**config.mk**
```make
export PLATFORM = sky130hd
export DESIGN_NAME = prot_rule_table
export DESIGN_NICKNAME = d
export VERILOG_FILES = /design/src/rtl/prot_rule_pkg.sv /design/src/rtl/prot_rule_regs.sv /design/src/rtl/prot_rule_store.sv /design/src/rtl/prot_rule_match.sv /design/src/rtl/prot_rule_table.sv
export SDC_FILE = /design/constraint.sdc
export NUM_CORES = 2
export LEC_CHECK = 0
export BUFFER_PORTS_ARGS = -buffer_cell sky130_fd_sc_hd__buf_2
export CAP_MARGIN = 20
export CORE_UTILIZATION = 50
export CTS_CLUSTER_SIZE = 8
export DETAILED_ROUTE_END_ITERATION = 7
export GPL_ROUTABILITY_DRIVEN = 0
export PLACE_DENSITY = 0.77
export SLEW_MARGIN = 20
export SYNTH_ARGS = -nofsm -noshare
export SYNTH_HDL_FRONTEND = slang
export SYNTH_HIERARCHICAL = 1
export SYNTH_SLANG_ARGS = --single-unit
```
**constraint.sdc**
```tcl
create_clock -name clk -period 4.03 [get_ports clk]
set_clock_uncertainty 0.2 [all_clocks]
set_input_delay 0.403 -clock clk [delete_from_list [all_inputs] [get_ports clk]]
set_output_delay 0.403 -clock clk [all_outputs]
set_load 0.1 [all_outputs]
```
**src/rtl/prot_rule_pkg.sv**
```systemverilog
`timescale 1ns/1ps
package prot_rule_pkg;
   localparam int REG_AW = 3;

   typedef enum logic [REG_AW-1:0] {
      RG_SELECT  = 3'd0,
      RG_RANGE   = 3'd1,
      RG_IDS     = 3'd2,
      RG_ATTR    = 3'd3,
      RG_DEFAULT = 3'd4
   } preg_e;

   // command bits in the select register
   localparam int CMD_COMMIT = 5;
   localparam int CMD_LOAD   = 6;

   // attribute word layout (result sits just above the port mask)
   localparam int SEC_NONSEC = 0;
   localparam int SEC_SEC    = 1;
   localparam int ATTR_VALID = 2;
   localparam int ATTR_PMASK = 3;
endpackage

```
**src/rtl/prot_rule_regs.sv**
```systemverilog
`timescale 1ns/1ps
module prot_rule_regs
   import prot_rule_pkg::*;
#(
   parameter int NUM_RULES = 20,
   parameter int BLK_W     = 12,
   parameter int ID_W      = 12,
   parameter int NUM_PORTS = 10,
   parameter int DATA_W    = 32,
   localparam int SEL_W    = $clog2(NUM_RULES),
   localparam int RANGE_W  = 2*BLK_W,
   localparam int IDS_W    = 2*ID_W,
   localparam int ATTR_W   = ATTR_PMASK + NUM_PORTS + 1
) (
   input  logic                 clk,
   input  logic                 rst_n,
   input  logic                 cfg_we,
   input  logic [REG_AW-1:0]    cfg_addr,
   input  logic [DATA_W-1:0]    cfg_wdata,
   output logic [DATA_W-1:0]    cfg_rdata,
   output logic                 commit_go,
   output logic                 load_go,
   output logic [SEL_W-1:0]     cmd_idx,
   input  logic [RANGE_W-1:0]   ld_range,
   input  logic [IDS_W-1:0]     ld_ids,
   input  logic [ATTR_W-1:0]    ld_attr,
   output logic [RANGE_W-1:0]   stg_range,
   output logic [IDS_W-1:0]     stg_ids,
   output logic [ATTR_W-1:0]    stg_attr,
   output logic [NUM_PORTS-1:0] dflt_q
);
   localparam logic [SEL_W-1:0] LAST_IDX = SEL_W'(NUM_RULES-1);

   logic [SEL_W-1:0] sel_q;
   logic             sel_wr;
   logic             idx_ok;
   logic             unused_wdata;

   assign unused_wdata = ^cfg_wdata;
   assign sel_wr    = cfg_we && (cfg_addr == RG_SELECT);
   assign cmd_idx   = cfg_wdata[SEL_W-1:0];
   assign idx_ok    = (cmd_idx <= LAST_IDX);
   assign commit_go = sel_wr && cfg_wdata[CMD_COMMIT] && idx_ok;
   assign load_go   = sel_wr && cfg_wdata[CMD_LOAD] && !cfg_wdata[CMD_COMMIT] && idx_ok;

   always_ff @(posedge clk or negedge rst_n) begin
      if (!rst_n) begin
         sel_q     <= '0;
         stg_range <= '0;
         stg_ids   <= '0;
         stg_attr  <= '0;
         dflt_q    <= '0;
      end else begin
         if (sel_wr) sel_q <= cmd_idx;
         if (load_go) begin
            stg_range <= ld_range;
            stg_ids   <= ld_ids;
            stg_attr  <= ld_attr;
         end else if (cfg_we) begin
            if (cfg_addr == RG_RANGE) stg_range <= cfg_wdata[RANGE_W-1:0];
            if (cfg_addr == RG_IDS)   stg_ids   <= cfg_wdata[IDS_W-1:0];
            if (cfg_addr == RG_ATTR)  stg_attr  <= cfg_wdata[ATTR_W-1:0];
         end
         if (cfg_we && cfg_addr == RG_DEFAULT) dflt_q <= cfg_wdata[NUM_PORTS-1:0];
      end
   end

   always_comb begin
      case (cfg_addr)
         RG_SELECT:  cfg_rdata = DATA_W'(sel_q);
         RG_RANGE:   cfg_rdata = DATA_W'(stg_range);
         RG_IDS:     cfg_rdata = DATA_W'(stg_ids);
         RG_ATTR:    cfg_rdata = DATA_W'(stg_attr);
         RG_DEFAULT: cfg_rdata = DATA_W'(dflt_q);
         default:    cfg_rdata = '0;
      endcase
   end
endmodule

```
**src/rtl/prot_rule_store.sv**
```systemverilog
`timescale 1ns/1ps
module prot_rule_store #(
   parameter int NUM_RULES = 20,
   parameter int RANGE_W   = 24,
   parameter int IDS_W     = 24,
   parameter int ATTR_W    = 14,
   localparam int SEL_W    = $clog2(NUM_RULES)
) (
   input  logic                              clk,
   input  logic                              rst_n,
   input  logic                              commit_go,
   input  logic [SEL_W-1:0]                  cmd_idx,
   input  logic [RANGE_W-1:0]                wr_range,
   input  logic [IDS_W-1:0]                  wr_ids,
   input  logic [ATTR_W-1:0]                 wr_attr,
   output logic [RANGE_W-1:0]                rd_range,
   output logic [IDS_W-1:0]                  rd_ids,
   output logic [ATTR_W-1:0]                 rd_attr,
   output logic [NUM_RULES-1:0][RANGE_W-1:0] all_range,
   output logic [NUM_RULES-1:0][IDS_W-1:0]   all_ids,
   output logic [NUM_RULES-1:0][ATTR_W-1:0]  all_attr
);
   localparam logic [SEL_W-1:0] LAST_IDX = SEL_W'(NUM_RULES-1);

   for (genvar g = 0; g < NUM_RULES; g++) begin : g_rule
      logic [RANGE_W-1:0] range_q;
      logic [IDS_W-1:0]   ids_q;
      logic [ATTR_W-1:0]  attr_q;

      always_ff @(posedge clk or negedge rst_n) begin
         if (!rst_n) begin
            range_q <= '0;
            ids_q   <= '0;
            attr_q  <= '0;
         end else if (commit_go && cmd_idx == SEL_W'(g)) begin
            range_q <= wr_range;
            ids_q   <= wr_ids;
            attr_q  <= wr_attr;
         end
      end

      assign all_range[g] = range_q;
      assign all_ids[g]   = ids_q;
      assign all_attr[g]  = attr_q;
   end

   always_comb begin
      rd_range = '0;
      rd_ids   = '0;
      rd_attr  = '0;
      if (cmd_idx <= LAST_IDX) begin
         rd_range = all_range[cmd_idx];
         rd_ids   = all_ids[cmd_idx];
         rd_attr  = all_attr[cmd_idx];
      end
   end
endmodule

```
**src/rtl/prot_rule_match.sv**
```systemverilog
`timescale 1ns/1ps
module prot_rule_match
   import prot_rule_pkg::*;
#(
   parameter int NUM_RULES  = 20,
   parameter int ADDR_W     = 32,
   parameter int BLK_LSB    = 20,
   parameter int ID_W       = 12,
   parameter int NUM_PORTS  = 10,
   localparam int PORT_IDX_W = $clog2(NUM_PORTS),
   localparam int BLK_W      = ADDR_W - BLK_LSB,
   localparam int RANGE_W    = 2*BLK_W,
   localparam int IDS_W      = 2*ID_W,
   localparam int ATTR_W     = ATTR_PMASK + NUM_PORTS + 1
) (
   input  logic [NUM_RULES-1:0][RANGE_W-1:0] all_range,
   input  logic [NUM_RULES-1:0][IDS_W-1:0]   all_ids,
   input  logic [NUM_RULES-1:0][ATTR_W-1:0]  all_attr,
   input  logic [NUM_PORTS-1:0]              dflt,
   input  logic [ADDR_W-1:0]                 txn_addr,
   input  logic [ID_W-1:0]                   txn_id,
   input  logic [PORT_IDX_W-1:0]             txn_port,
   input  logic                              txn_secure,
   output logic                              txn_accept
);
   localparam int RES_BIT = ATTR_PMASK + NUM_PORTS;
   localparam logic [PORT_IDX_W-1:0] LAST_PORT = PORT_IDX_W'(NUM_PORTS-1);

   logic [BLK_W-1:0]     blk;
   logic                 port_ok;
   logic [NUM_PORTS-1:0] port_oh;
   logic [NUM_RULES-1:0] hit;
   logic                 any_hit;
   logic                 win_res;
   logic                 unused_low;

   assign unused_low = ^txn_addr[BLK_LSB-1:0];
   assign blk     = txn_addr[ADDR_W-1:BLK_LSB];
   assign port_ok = (txn_port <= LAST_PORT);
   assign port_oh = port_ok ? (NUM_PORTS'(1) << txn_port) : '0;

   for (genvar g = 0; g < NUM_RULES; g++) begin : g_cmp
      logic [BLK_W-1:0]     b_lo, b_hi;
      logic [ID_W-1:0]      i_lo, i_hi;
      logic [NUM_PORTS-1:0] pmask;
      logic                 sec_ok;
      assign b_lo   = all_range[g][BLK_W-1:0];
      assign b_hi   = all_range[g][RANGE_W-1:BLK_W];
      assign i_lo   = all_ids[g][ID_W-1:0];
      assign i_hi   = all_ids[g][IDS_W-1:ID_W];
      assign pmask  = all_attr[g][ATTR_PMASK +: NUM_PORTS];
      assign sec_ok = txn_secure ? all_attr[g][SEC_SEC] : all_attr[g][SEC_NONSEC];
      assign hit[g] = all_attr[g][ATTR_VALID] && (blk >= b_lo) && (blk <= b_hi)
                   && (txn_id >= i_lo) && (txn_id <= i_hi)
                   && (|(pmask & port_oh)) && sec_ok;
   end

   // lowest-numbered hit wins: scan downward so the last assignment is the lowest
   always_comb begin
      any_hit = 1'b0;
      win_res = 1'b0;
      for (int i = NUM_RULES-1; i >= 0; i--) begin
         if (hit[i]) begin
            any_hit = 1'b1;
            win_res = all_attr[i][RES_BIT];
         end
      end
   end

   always_comb begin
      if (!port_ok)     txn_accept = 1'b0;
      else if (any_hit) txn_accept = !win_res;
      else              txn_accept = !(|(dflt & port_oh));
   end
endmodule

```
**src/rtl/prot_rule_table.sv**
```systemverilog
`timescale 1ns/1ps
module prot_rule_table
   import prot_rule_pkg::*;
#(
   parameter int NUM_RULES  = 20,
   parameter int ADDR_W     = 32,
   parameter int BLK_LSB    = 20,
   parameter int ID_W       = 12,
   parameter int NUM_PORTS  = 10,
   parameter int DATA_W     = 32,
   localparam int PORT_IDX_W = $clog2(NUM_PORTS)
) (
   input  logic                  clk,
   input  logic                  rst_n,
   input  logic                  cfg_we,
   input  logic [REG_AW-1:0]     cfg_addr,
   input  logic [DATA_W-1:0]     cfg_wdata,
   output logic [DATA_W-1:0]     cfg_rdata,
   input  logic [ADDR_W-1:0]     txn_addr,
   input  logic [ID_W-1:0]       txn_id,
   input  logic [PORT_IDX_W-1:0] txn_port,
   input  logic                  txn_secure,
   output logic                  txn_accept
);
   localparam int BLK_W   = ADDR_W - BLK_LSB;
   localparam int SEL_W   = $clog2(NUM_RULES);
   localparam int RANGE_W = 2*BLK_W;
   localparam int IDS_W   = 2*ID_W;
   localparam int ATTR_W  = ATTR_PMASK + NUM_PORTS + 1;

   if (SEL_W > CMD_COMMIT) begin : g_bad_sel
      $error("rule index field would overlap the command bits");
   end
   if (RANGE_W > DATA_W || IDS_W > DATA_W || ATTR_W > DATA_W) begin : g_bad_width
      $error("staging field does not fit the register width");
   end
   if (NUM_PORTS < 2 || NUM_RULES < 2) begin : g_bad_count
      $error("at least two ports and two rules are required");
   end

   logic                              commit_go, load_go;
   logic [SEL_W-1:0]                  cmd_idx;
   logic [RANGE_W-1:0]                stg_range, rd_range;
   logic [IDS_W-1:0]                  stg_ids, rd_ids;
   logic [ATTR_W-1:0]                 stg_attr, rd_attr;
   logic [NUM_PORTS-1:0]              dflt_q;
   logic [NUM_RULES-1:0][RANGE_W-1:0] all_range;
   logic [NUM_RULES-1:0][IDS_W-1:0]   all_ids;
   logic [NUM_RULES-1:0][ATTR_W-1:0]  all_attr;

   prot_rule_regs #(
      .NUM_RULES(NUM_RULES), .BLK_W(BLK_W), .ID_W(ID_W),
      .NUM_PORTS(NUM_PORTS), .DATA_W(DATA_W)
   ) u_regs (
      .clk(clk), .rst_n(rst_n), .cfg_we(cfg_we), .cfg_addr(cfg_addr),
      .cfg_wdata(cfg_wdata), .cfg_rdata(cfg_rdata),
      .commit_go(commit_go), .load_go(load_go), .cmd_idx(cmd_idx),
      .ld_range(rd_range), .ld_ids(rd_ids), .ld_attr(rd_attr),
      .stg_range(stg_range), .stg_ids(stg_ids), .stg_attr(stg_attr),
      .dflt_q(dflt_q)
   );

   prot_rule_store #(
      .NUM_RULES(NUM_RULES), .RANGE_W(RANGE_W), .IDS_W(IDS_W), .ATTR_W(ATTR_W)
   ) u_store (
      .clk(clk), .rst_n(rst_n), .commit_go(commit_go), .cmd_idx(cmd_idx),
      .wr_range(stg_range), .wr_ids(stg_ids), .wr_attr(stg_attr),
      .rd_range(rd_range), .rd_ids(rd_ids), .rd_attr(rd_attr),
      .all_range(all_range), .all_ids(all_ids), .all_attr(all_attr)
   );

   prot_rule_match #(
      .NUM_RULES(NUM_RULES), .ADDR_W(ADDR_W), .BLK_LSB(BLK_LSB),
      .ID_W(ID_W), .NUM_PORTS(NUM_PORTS)
   ) u_match (
      .all_range(all_range), .all_ids(all_ids), .all_attr(all_attr),
      .dflt(dflt_q), .txn_addr(txn_addr), .txn_id(txn_id),
      .txn_port(txn_port), .txn_secure(txn_secure), .txn_accept(txn_accept)
   );
endmodule

```
## Word-level counts from Yosys, hierarchy flattened

Index checks and enable logic that the tools add are counted.
Widths: inputs -> output; s select.

- Word-level logic and storage cells: 455
- Output and inout port bits: 33
- Latch bits: 0
- Bits in read-only memories: 0
- Bits in registers: 1317
- Input port bits: 87
- RAM bits: 0
- Memories kept: 0

- Shifts and indexed selects: 1
- Multipliers: 0
- $lt $le $gt $ge: 83
- Mux-type cells: 82
- Div/mod/pow operators: 0
- Reduce and logical (&&, ||, !) cells: 180
- Bitwise gates (word level): 21
- Add/sub/neg operators: 0
- Eq/ne operators: 23

Operators by type and width:

| cell | number |
|---|---|
| $ge 12x12->1 | 40 |
| $le 12x12->1 | 40 |
| $bmux 24 s5 | 2 |
| $mux 24 | 10 |
| $and 10x10->10 | 21 |
| $reduce_or 10->1 | 21 |
| $logic_and 1x1->1 | 147 |
| $pmux 24 s5 | 1 |
| $bmux 14 s5 | 1 |
| $mux 14 | 5 |
| $mux 1 | 62 |
| $eq 5x4->1 const B | 8 |
| $eq 5x3->1 const B | 4 |
| $eq 5x5->1 const B | 4 |
| $eq 5x2->1 const B | 2 |
| $mux 10 | 1 |
| $shl 1x4->10 const A | 1 |
| $reduce_bool 2->1 | 4 |
| $eq 3x2->1 const B | 2 |
| $lt 5x6->1 const B | 1 |
| $reduce_and 2->1 | 3 |
| $eq 5x1->1 const B | 1 |
| $le 5x5->1 const B | 1 |
| $logic_not 5->1 | 1 |
| other kinds (5) | 7 |

## Longest topological paths before layout

- Depth in word-level cells: 30
- Mapped depth: 14
- Depth with buffers taken out: 13

## Hierarchy

The synthesis kept the hierarchy.

Modules (own cells, without submodules):

| module | cells an instance | area each (µm²) | sequential area each (µm²) | times used |
|---|---|---|---|---|
| prot_rule_store | 3659 | 56461.7 | 31029.8 | 1 |
| prot_rule_match | 3534 | 25861.1 | 0.0 | 1 |
| prot_rule_regs | 368 | 4169.0 | 1926.8 | 1 |

## Worst setup path after synthesis

OpenSTA, ideal clock, no wires.

- Path kind: input port to output port
- Start: in txn_addr[20]
- End: out txn_accept
- Stages: 13
- Buffers on the path: 0
- Arrival: 4.655 ns
- Setup slack: -1.228 ns
- Data required time: 3.427 ns
- Cells stage by stage: inv_1 > ha_1 > nand2b_1 > a2111oi_0 > a2111oi_0 > a2111oi_0 > a2111oi_2 > o311ai_1 > nor2_1 > o311ai_1 > a31o_2 > a22oi_1 > o31ai_2

- Longest elaborated chain between the ends: 30
- Elaborated cells between the ends (all ways): 203
- Classes of those cells: order compare (40); mux (42); reduce/logical (121)

Ends and longest elaborated chain:

| what | RTL line | source |
|---|---|---|
| start, declared | prot_rule_table.sv:19 | `input logic [ADDR_W-1:0] txn_addr,` |
| $ge 12x12->1 | prot_rule_match.sv:53 | `assign hit[g] = all_attr[g][ATTR_VALID] && (blk >= b_lo) && (blk <= b_hi)` |
| $logic_and 1x1->1 (2 in series) | prot_rule_match.sv:53 |  |
| $logic_and 1x1->1 (2 in series) | prot_rule_match.sv:54 | `&& (txn_id >= i_lo) && (txn_id <= i_hi)` |
| $logic_and 1x1->1 (2 in series) | prot_rule_match.sv:55 | `&& (\|(pmask & port_oh)) && sec_ok;` |
| $mux 1 (20 in series) | prot_rule_match.sv:63 | `if (hit[i]) begin` |
| $logic_not 1->1 | prot_rule_match.sv:72 | `else if (any_hit) txn_accept = !win_res;` |
| $mux 1 * | prot_rule_match.sv:72 |  |
| $mux 1 * | prot_rule_match.sv:71 | `if (!port_ok) txn_accept = 1'b0;` |
| end, declared | prot_rule_table.sv:23 | `output logic txn_accept` |

Mark *: on every way between the ends. The rest lies on a longest branch, timed or not.

## Worst setup path after layout

- Start: reg u_store.g_rule[2].ids_q[11]
- End: out txn_accept

- Longest elaborated chain between the ends: 11
- Elaborated cells between the ends (all ways): 14
- Classes of those cells: order compare (1); mux (8); reduce/logical (5)

Ends and longest elaborated chain:

| what | RTL line | source |
|---|---|---|
| start, declared | prot_rule_store.sv:27 | `logic [IDS_W-1:0] ids_q;` |
| start signal, assigned | prot_rule_store.sv:37 | `ids_q <= wr_ids;` |
| $ge 12x12->1 * | prot_rule_match.sv:54 |  |
| $logic_and 1x1->1 * (2 in series) | prot_rule_match.sv:54 |  |
| $logic_and 1x1->1 * (2 in series) | prot_rule_match.sv:55 |  |
| $mux 1 (3 in series) | prot_rule_match.sv:63 |  |
| $logic_not 1->1 | prot_rule_match.sv:72 |  |
| $mux 1 * | prot_rule_match.sv:72 |  |
| $mux 1 * | prot_rule_match.sv:71 |  |

Marks and branches as above.

==> results.sh <==
export IMPL_syn_area_um2=86500
export IMPL_wl_per_cell_um=29.1
export IMPL_worstPathRequired_ns=3.43
export IMPL_dieArea_um2=175000
export IMPL_min_path_type="in2async"
export IMPL_startpoint_type="register"
export IMPL_ir_drop_mv=0.477
export IMPL_via_count=69400
export IMPL_rsz0062_at_grt="true"
export IMPL_avgSynthCellArea_um2=11.4
export IMPL_initial_utilization_pct=50.4
export IMPL_slew_headroom_pct=21.6
export IMPL_syn2layout_area_growth_pct=16.2
export IMPL_outcome="finished, violations left"
export IMPL_drc=4
export IMPL_antenna_left=0
export IMPL_seqPwrFrac_pct=43.1
export IMPL_finalNetCount=9260
export IMPL_clock_sinks=1317
export IMPL_max_clock_path_buffers=3
export IMPL_drive_gt1_share_pct=32.1
export IMPL_critPathMaxStageDelay_ns=0.52
export IMPL_sw_frac_of_total_pct=30.5
export IMPL_final_cell_area_um2=101000
export IMPL_grt_antenna_before_repair=28
export IMPL_num_rows=152
export IMPL_dieHeight_um=418
export IMPL_critPathMaxFanout=3
export IMPL_portBuffers=83
export IMPL_combPwrFrac_pct=15.6
export IMPL_setup_ws_ns=-1.01
export IMPL_min_period_over_period_pct=125
export IMPL_root_buffer="clkbuf_16"
export IMPL_end_kind="output pin"
export IMPL_grt_pass1_wl_um=457000
export IMPL_grt_max_degree=110
export IMPL_htree_levels=4
export IMPL_p_leak_nw=46.9
export IMPL_cts_buffers_inserted=184
export IMPL_worstSkewPairLatency_ns=0.84
export IMPL_grt_overflow=0
export IMPL_dr_pass1_iters=8
export IMPL_post_place_ws_ns=-1.16
export IMPL_drv_cap=0
export IMPL_ioPinCount=120
export IMPL_slowest_stage="a21oi_1"
export IMPL_max_freq_mhz=198
export IMPL_p_int_mw=24.1
export IMPL_arrival_ns=4.44
export IMPL_fin_crit_ns=5.04
export IMPL_core_area_um2=172000
export IMPL_p_clk_share_pct=41.3
export IMPL_crit_chain="inv_1 -> ha_1 -> o221ai_1 -> nor3_1 -> o31ai_1 -> buf_4 -> a21oi_1 -> o221ai_1 -> o32ai_1 -> nor4_1 -> nand4_1 -> nor3_1 -> o31ai_4 -> buf_12 -> buf_16"
export IMPL_postPlaceCellArea_um2=94800
export IMPL_violations="design-rule violations, negative hold slack, negative setup slack"
export IMPL_finalSetupViolations=1
export IMPL_yosysWarnings=6
export IMPL_worst_pin_slew_ns=1.18
export IMPL_hold_violations=17
export IMPL_drv_slew=0
export IMPL_power_switching_mw=10.6
export IMPL_holdWs_ns=-0.0607
export IMPL_drt_iter0_markers=8437
export IMPL_cts_tree="yes"
export IMPL_wl_um=308000
export IMPL_grt_pass1_vias=71300
export IMPL_dp_hpwl_um=219000
export IMPL_syn_inst=7560
export IMPL_path_clk_slew_ns=0.05
export IMPL_die_width_um=418
export IMPL_power_density_nw_per_um2=345
export IMPL_grt_usage_pct=35.0
export IMPL_worstSetupPathType="reg2out"
export IMPL_vias_per_cell=6.57
[routing by layer]
layer  part of all wire [%]  routed length, um  global-route usage (%)  up-vias
met5                   0.11                342                   0.861        -
met4                    8.7              26800                    25.7       26
met3                     13              38800                    11.7     1435
met2                     43             132000                    51.7     4646
met1                     36             110000                    42.4    34400
li1                       -                  -                       -    28900
[area by class of cell]
cell class / instances / area, um^2
diodes: 29 / 72.6
flip-flops and latches: 1317 / 33000
fillers: 13300 / 71200
repair buffers: 909 / 7890
well taps: 2310 / 2890
clock inverters: 15 / 333
multi-input cells: 4875 / 48200
inverters: 926 / 3480
clock buffers: 193 / 4700
[sequential cells by signal, indices dropped and copies added, names as in the netlist]
signal	flops
u_regs/sel_q	5
u_store/g_rule.ids_q	480
u_regs/stg_range	24
u_regs/stg_ids	24
u_regs/dflt_q	10
u_store/g_rule.attr_q	280
u_store/g_rule.range_q	480
u_regs/stg_attr	14
[worst max-delay path, delay by kind of cell (launching register included)]
kind | cells | cell delay, ns
AOI/OAI and AO/OA | 6 | 1.74
buffers and inverters | 4 | 0.56
and+or+nand+nor | 4 | 0.54
DFF | 1 | 0.36
adders and majority gates | 1 | 0.35
[metrics by stage]
stage	hold slack [ns]	setup TNS, ns	utilization (%)	power [mW]	std cells
2_1_floorplan	-0.0926	-0.505	-	17.4	7567
4_1_cts	0.00238	-0.898	58.4	34.4	10500
6_report	-0.0607	-1.01	58.5	34.6	10600
5_1_grt	0.00930	-1.14	58.5	35.5	10600
3_3_place_gp	0.230	-1.90	55.2	19.9	10300
3_5_place_dp	0.242	-1.16	55.2	20.2	10300
[power by group through the flow]
| stage | combinational (mW) | sequential (mW) | clock [mW] |
|---|---|---|---|
| after floorplan | 3.18 | 14.2 | 0 |
| after global placement | 4.95 | 15.0 | 0 |
| after detailed placement | 5.12 | 15.0 | 0 |
| after CTS | 5.21 | 14.8 | 14.4 |
| after global routing | 5.71 | 14.9 | 14.9 |
| final | 5.42 | 14.9 | 14.3 |
[repair_timing]
| action | CTS | global route |
|---|---|---|
| resized for setup | 42 | 23 |
| pin swaps | 21 | 4 |
| hold buffers | 26 | 0 |
| setup buffers | 2 | 3 |
| endpoints found under the setup margin | 1 | 1 |
| endpoints found under the hold margin | 513 | 0 |
[cells in the final DEF (no fill, tap or decap), types with 50 or more instances in the layout]
master	count
dfrtp_1	1317
mux2_2	1230
ha_1	957
inv_1	921
buf_4	709
mux2i_1	328
a21oi_1	249
mux4_2	210
clkbuf_16	186
nand2_1	180
a22oi_1	168
o21ai_0	134
a21o_1	118
nand4_1	107
nor2_1	103
nand3_1	103
nand2b_1	98
buf_12	92
o211ai_1	84
buf_2	77
nor2b_1	65
o221a_1	56
nor3_1	55
o22ai_1	52
a211oi_1	50
[path summary, 6_finish.rpt]
| check | start | endpoint | slack [ns] | cells past startpoint |
|---|---|---|---|---|
| setup reg to reg | u_store/g_rule[13].ids_q[5] | u_regs/stg_ids[5] | 1.20 | 7 |
| hold reg to reg | u_regs/sel_q[0] | u_regs/sel_q[0] | 0.28 | 2 |
| setup / recovery | u_store/g_rule[2].ids_q[11] | txn_accept | -1.01 | 15 |
| min in group clk | cfg_wdata[3] | u_regs/sel_q[3] | 0.06 | 4 |
| hold / removal | rst_n | u_store/g_rule[11].attr_q[6] | -0.06 | 2 |
| max in group asynchronous | rst_n | u_store/g_rule[19].ids_q[23] | 2.35 | 3 |
Note: power is estimated with default switching activity, not from simulation.
